`src/rtl/sysclk_pkg.sv`:
```
package sysclk_pkg;
  localparam int SEL_W        = 2;
  localparam int MAX_DIV_LOG2 = 3;
  localparam int CNT_W        = MAX_DIV_LOG2;

  // register bit positions
  localparam int B_EN   = 7;
  localparam int B_RDY  = 6;
  localparam int B_SUSP = 5;

  // last count value of a divided period: ratio is 2**(MAX_DIV_LOG2 - sel)
  function automatic logic [CNT_W-1:0] div_last(input logic [SEL_W-1:0] sel);
    int unsigned span;
    span = 32'd1 << (MAX_DIV_LOG2 - int'(sel));
    return CNT_W'(span - 32'd1);
  endfunction

  // wake takes priority over a suspend request in the same cycle
  function automatic logic next_susp(input logic cur, input logic req, input logic wake);
    if (wake) return 1'b0;
    if (req)  return 1'b1;
    return cur;
  endfunction

  function automatic logic wake_hit(input logic resume, input logic sense, input logic pol);
    return resume | (sense ~^ pol);
  endfunction

  function automatic logic [7:0] pack_status(input logic en, input logic rdy,
                                             input logic susp, input logic [SEL_W-1:0] sel);
    logic [7:0] v;
    v            = '0;
    v[B_EN]      = en;
    v[B_RDY]     = rdy;
    v[B_SUSP]    = susp;
    v[SEL_W-1:0] = sel;
    return v;
  endfunction
endpackage

```
`src/rtl/sysclk_wake_sync.sv`:
```
module sysclk_wake_sync #(
  parameter int W      = 2,
  parameter int STAGES = 2
)(
  input  logic         clk,
  input  logic         rst_n,
  input  logic [W-1:0] d,
  output logic [W-1:0] q
);
  logic [W-1:0] stg [STAGES];

  generate
    for (genvar i = 0; i < STAGES; i++) begin : g_stg
      if (i == 0) begin : g_first
        always_ff @(posedge clk or negedge rst_n)
          if (!rst_n) stg[i] <= '0;
          else        stg[i] <= d;
      end else begin : g_next
        always_ff @(posedge clk or negedge rst_n)
          if (!rst_n) stg[i] <= '0;
          else        stg[i] <= stg[i-1];
      end
    end
  endgenerate

  assign q = stg[STAGES-1];
endmodule

```
`src/rtl/sysclk_regs.sv`:
```
module sysclk_regs import sysclk_pkg::*; #(
  parameter logic [7:0] ADDR = 8'hB2
)(
  input  logic             clk,
  input  logic             rst_n,
  input  logic             we,
  input  logic [7:0]       addr,
  input  logic [7:0]       wdata,
  input  logic             wake,
  input  logic             ready,
  output logic             osc_en,
  output logic             susp,
  output logic             susp_req,
  output logic [SEL_W-1:0] divsel,
  output logic [7:0]       rdata
);
  logic hit, wr;

  assign hit      = (addr == ADDR);
  assign wr       = we & hit;
  assign susp_req = wr & wdata[B_SUSP];

  always_ff @(posedge clk or negedge rst_n) begin
    if (!rst_n) begin
      osc_en <= 1'b1;
      divsel <= '0;
      susp   <= 1'b0;
    end else begin
      if (wr) begin
        osc_en <= wdata[B_EN];
        divsel <= wdata[SEL_W-1:0];
      end
      susp <= next_susp(susp, susp_req, wake);
    end
  end

  assign rdata = hit ? pack_status(osc_en, ready, susp, divsel) : 8'h00;
endmodule

```
`src/rtl/sysclk_settle.sv`:
```
module sysclk_settle #(
  parameter int SETTLE = 16
)(
  input  logic clk,
  input  logic rst_n,
  input  logic run,
  output logic ready
);
  localparam int CW = $clog2(SETTLE + 1);
  logic [CW-1:0] cnt;

  always_ff @(posedge clk or negedge rst_n) begin
    if (!rst_n)                 cnt <= '0;
    else if (!run)              cnt <= '0;
    else if (cnt != CW'(SETTLE)) cnt <= cnt + CW'(1);
  end

  assign ready = run && (cnt == CW'(SETTLE));
endmodule

```
`src/rtl/sysclk_divider.sv`:
```
module sysclk_divider import sysclk_pkg::*; (
  input  logic             clk,
  input  logic             rst_n,
  input  logic             run,
  input  logic [SEL_W-1:0] sel,
  output logic             pulse
);
  logic [CNT_W-1:0] cnt;
  logic [SEL_W-1:0] sel_act;
  logic             at_end;

  assign at_end = (cnt == div_last(sel_act));
  assign pulse  = run && at_end;

  always_ff @(posedge clk or negedge rst_n) begin
    if (!rst_n) begin
      cnt     <= '0;
      sel_act <= '0;
    end else if (!run || at_end) begin
      cnt     <= '0;
      sel_act <= sel;
    end else begin
      cnt     <= cnt + CNT_W'(1);
    end
  end
endmodule

```
`src/rtl/sysclk_gate.sv`:
```
module sysclk_gate (
  input  logic clk,
  input  logic rst_n,
  input  logic en,
  output logic gclk
);
  logic en_low;

  always_ff @(negedge clk or negedge rst_n)
    if (!rst_n) en_low <= 1'b0;
    else        en_low <= en;

  assign gclk = clk & en_low;
endmodule

```
`src/rtl/sysclk_ctrl.sv`:
```
module sysclk_ctrl import sysclk_pkg::*; #(
  parameter logic [7:0] REG_ADDR      = 8'hB2,
  parameter int         SETTLE_CYCLES = 16,
  parameter int         SYNC_STAGES   = 2
)(
  input  logic       clk,
  input  logic       rst_n,
  input  logic       reg_we,
  input  logic [7:0] reg_addr,
  input  logic [7:0] reg_wdata,
  output logic [7:0] reg_rdata,
  input  logic       bus_resume,
  input  logic       supply_sense,
  input  logic       sense_pol,
  output logic       sys_clk,
  output logic       clk_en,
  output logic       freq_ready
);
  logic [1:0]       wake_raw, wake_sync;
  logic             wake_s, osc_en_q, susp_q, susp_req, run;
  logic [SEL_W-1:0] divsel_q;

  assign wake_raw = {supply_sense, bus_resume};

  sysclk_wake_sync #(.W(2), .STAGES(SYNC_STAGES)) u_sync (
    .clk(clk), .rst_n(rst_n), .d(wake_raw), .q(wake_sync)
  );

  assign wake_s = wake_hit(wake_sync[0], wake_sync[1], sense_pol);

  sysclk_regs #(.ADDR(REG_ADDR)) u_regs (
    .clk(clk), .rst_n(rst_n), .we(reg_we), .addr(reg_addr), .wdata(reg_wdata),
    .wake(wake_s), .ready(freq_ready), .osc_en(osc_en_q), .susp(susp_q),
    .susp_req(susp_req), .divsel(divsel_q), .rdata(reg_rdata)
  );

  assign run = osc_en_q & ~susp_q;

  sysclk_settle #(.SETTLE(SETTLE_CYCLES)) u_settle (
    .clk(clk), .rst_n(rst_n), .run(run), .ready(freq_ready)
  );

  sysclk_divider u_div (
    .clk(clk), .rst_n(rst_n), .run(run), .sel(divsel_q), .pulse(clk_en)
  );

  sysclk_gate u_gate (
    .clk(clk), .rst_n(rst_n), .en(run), .gclk(sys_clk)
  );
endmodule

```
`config.mk`:
```
export PLATFORM = sky130hd
export DESIGN_NAME = sysclk_ctrl
export DESIGN_NICKNAME = d
export VERILOG_FILES = /design/src/rtl/sysclk_pkg.sv /design/src/rtl/sysclk_wake_sync.sv /design/src/rtl/sysclk_regs.sv /design/src/rtl/sysclk_settle.sv /design/src/rtl/sysclk_divider.sv /design/src/rtl/sysclk_gate.sv /design/src/rtl/sysclk_ctrl.sv
export SDC_FILE = /design/constraint.sdc
export NUM_CORES = 1
export LEC_CHECK = 0
export BUFFER_PORTS_ARGS = -buffer_cell sky130_fd_sc_hd__buf_2
export CORE_ASPECT_RATIO = 0.8
export CORE_MARGIN = 3
export CORE_UTILIZATION = 43
export CTS_CLUSTER_SIZE = 24
export DETAILED_ROUTE_END_ITERATION = 7
export PLACE_DENSITY = 0.82
export SLEW_MARGIN = 20
export SYNTH_ARGS = -nofsm -noshare
export SYNTH_HDL_FRONTEND = slang
export SYNTH_SLANG_ARGS = --single-unit
```
`constraint.sdc`:
```
create_clock -name clk -period 1.3 [get_ports clk]
set_input_delay 0.065 -clock clk [delete_from_list [all_inputs] [get_ports clk]]
set_output_delay 0.065 -clock clk [all_outputs]
set_load 0.03 [all_outputs]
```
==> flow_summary.ini <==
[flow_run]
maxCapViolCount = 0

[worst_setup_path]
end_kind = primary output
r2r_end = u_div.sel_act[0]
reg2reg_from = u_regs.osc_en
worstSetupPathType = register to primary output
crit_required_ns = 1.24
reg2reg_slack_ns = -0.29
crit_start = u_gate.en_low
reg2reg_depth = 5
crit_end = sys_clk
start_kind = register
critPathArrivalTime_ns = 1.75
crit_fanout = 1

[yosys]
synth_cell_types = 25
synth-seq-cells = 19
synth_area_leader_cell = dfrtp_1
synth_top_area_share_pct = 46.1
ys_seq_area_share_pct = 51.6
synth_area_per_cell_um2 = 12.1
synth_area_leaders = dfrtp_1 (46%), mux2_1 (6.1%), xnor2_1 (5.7%)
synth_cells = 76
synth_warnings = 0
synth_area_um2 = 923

[timing]
rsz0062_at_grt = true
finalHoldViolCount = 0
worst_slack_ns = -0.513
slew_violations = 0
setup_viol = 14
clock_skew_ns = 0.00579
hold_ws_ns = 0.0595

[die]
io_pins = 33
die-area_um2 = 2740
placementRows = 14
chipWidth_um = 57.8
initial_utilization_pct = 47.1
core_um2 = 1960
die_h_um = 47.4

[layout]
fillCellCount = 109
final_cell_mix = buf_4 (20), buf_2 (19), dfrtp_1 (16)
drive_gt1_share_pct = 61.5
antennaDiodeCount = 0
layout_commonest_cell = buf_4
register_area_um2 = 478
fin_area_um2 = 1620
synthToLayoutAreaGrowth_pct = 74.9
final_core_util_pct = 82.3
nets = 169
multi_input_area_um2 = 544

[routing]
drt-total-wl_um = 2700
drc_errors = 0
drt_first_pass_iters = 4
wl_per_cell_um = 16.1
vias = 807
ant_nets = 0
drt_iter0_drc = 16
routed_via_density = 4.83

[placement]
gp_congestion = 0.791
dp_slack_ns = -0.180
dpl_cell_area_um2 = 1200
portBuffers = 25
dpl.hpwl_um = 1490

[clock_network]
clkLatencyLatePin_ns = 0.42
path_clk_slew_ns = 0.11
tritoncts = built

[power]
pwr_density_cell_nw_per_um2 = 783
ir_drop_v = 0.000941
power_mw = 1.26
cellLeakagePower_nw = 0.768

[global_route]
grt_first_pass_wirelength_um = 4160
antenna_found_initial = 0
overflow = 0
grt_usage_pct = 22.6
grt_pass1_vias = 931
grt_max_degree = 19

[status]
status = complete, but fails checks
violations = negative setup slack

[min_path]
hold_path_class = input port to register
final cells by class:
cell class	instances	area share, %
clock buffer	7	3.49
timing repair buffer	61	30.4
inverter	3	0.697
sequential	19	29.6
multi-input combinational	52	33.7
tap	24	1.86
clock inverter	1	0.310
sequential cells by signal, indices dropped and copies added, names as in the netlist:
| name | cells |
|---|---|
| u_div.cnt | 3 |
| u_div.sel_act | 2 |
| u_gate.en_low | 1 |
| u_regs.divsel | 2 |
| u_regs.osc_en | 1 |
| u_regs.susp | 1 |
| u_settle.cnt | 5 |
| u_sync.q | 2 |
| u_sync.stg | 2 |
critical path, cell delays in order (launching register included):
cell	delay, ns
dfrtn_1	0.41
and2_4	0.14
buf_6	0.12
Yosys cell counts, drive strengths merged:
cell	number
nor4b	1
a31oi	1
and2	7
ha	3
nand3	2
nand2	3
clkbuf	1
inv	3
conb	1
mux2	5
dfrtp	17
xnor2	6
mux2i	1
dfrtn	1
xor2	2
dfstp	1
nand2b	2
nor3	5
nor2	6
buf	3
nor4	4
nand4b	1
worst min-delay path by stage:
stage / from / endpoint / slack [ns] / cells past startpoint
2_1_floorplan: rst_n / u_div.cnt[0] / -0.23 / 0
3_3_place_gp: rst_n / u_settle.cnt[4] / 0.06 / 2
3_5_place_dp: rst_n / u_settle.cnt[4] / 0.07 / 2
4_1_cts: reg_addr[3] / u_regs.osc_en / 0.05 / 4
5_1_grt: reg_addr[3] / u_regs.osc_en / 0.07 / 4
6_report: reg_addr[3] / u_regs.divsel[1] / 0.06 / 4
stage by stage:
stage	std cells	setup TNS [ns]
floorplan	78	-0.574
global placement	137	-0.236
detailed placement	137	-0.578
CTS	163	-2.75
global route	167	-4.24
finish	167	-3.42
routing by layer:
layer,GRT usage [%],routed length (um),vias to the layer above
met1,21.2,977,391
met3,8.36,126,8
met4,17.1,75,0
met2,41.9,1520,25
li1,-,-,383
met5,0,0,-
repair_timing:
action | 4_1_cts | 5_1_grt
hold buffers | 9 | 0
setup buffers | 10 | 6
hold endpoints to repair | 25 | 0
pin swaps | 10 | 9
resized for setup | 32 | 9
setup endpoints to repair | 14 | 16
kinds of logic after synthesis:
group / count (synthesis) / synth area share [%]
multiplexers: 6 / 7.18
adder cells (fa/ha/maj): 3 / 4.07
AND/OR/NAND/NOR: 31 / 24.4
AO/OA/AOI/OAI: 1 / 0.678
buffers and inverters: 7 / 4.06
XOR/XNOR: 8 / 7.59
flip-flops: 19 / 51.6
other: 1 / 0.406
report_power, final:
| part | switching (mW) | internal [mW] | total [mW] |
|---|---|---|---|
| sequential | 0.0171 | 0.611 | 0.628 |
| combinational | 0.0774 | 0.105 | 0.182 |
| clock | 0.231 | 0.224 | 0.455 |
| total | 0.325 | 0.940 | 1.26 |
No activity file was read; power rests on OpenSTA's default activity.
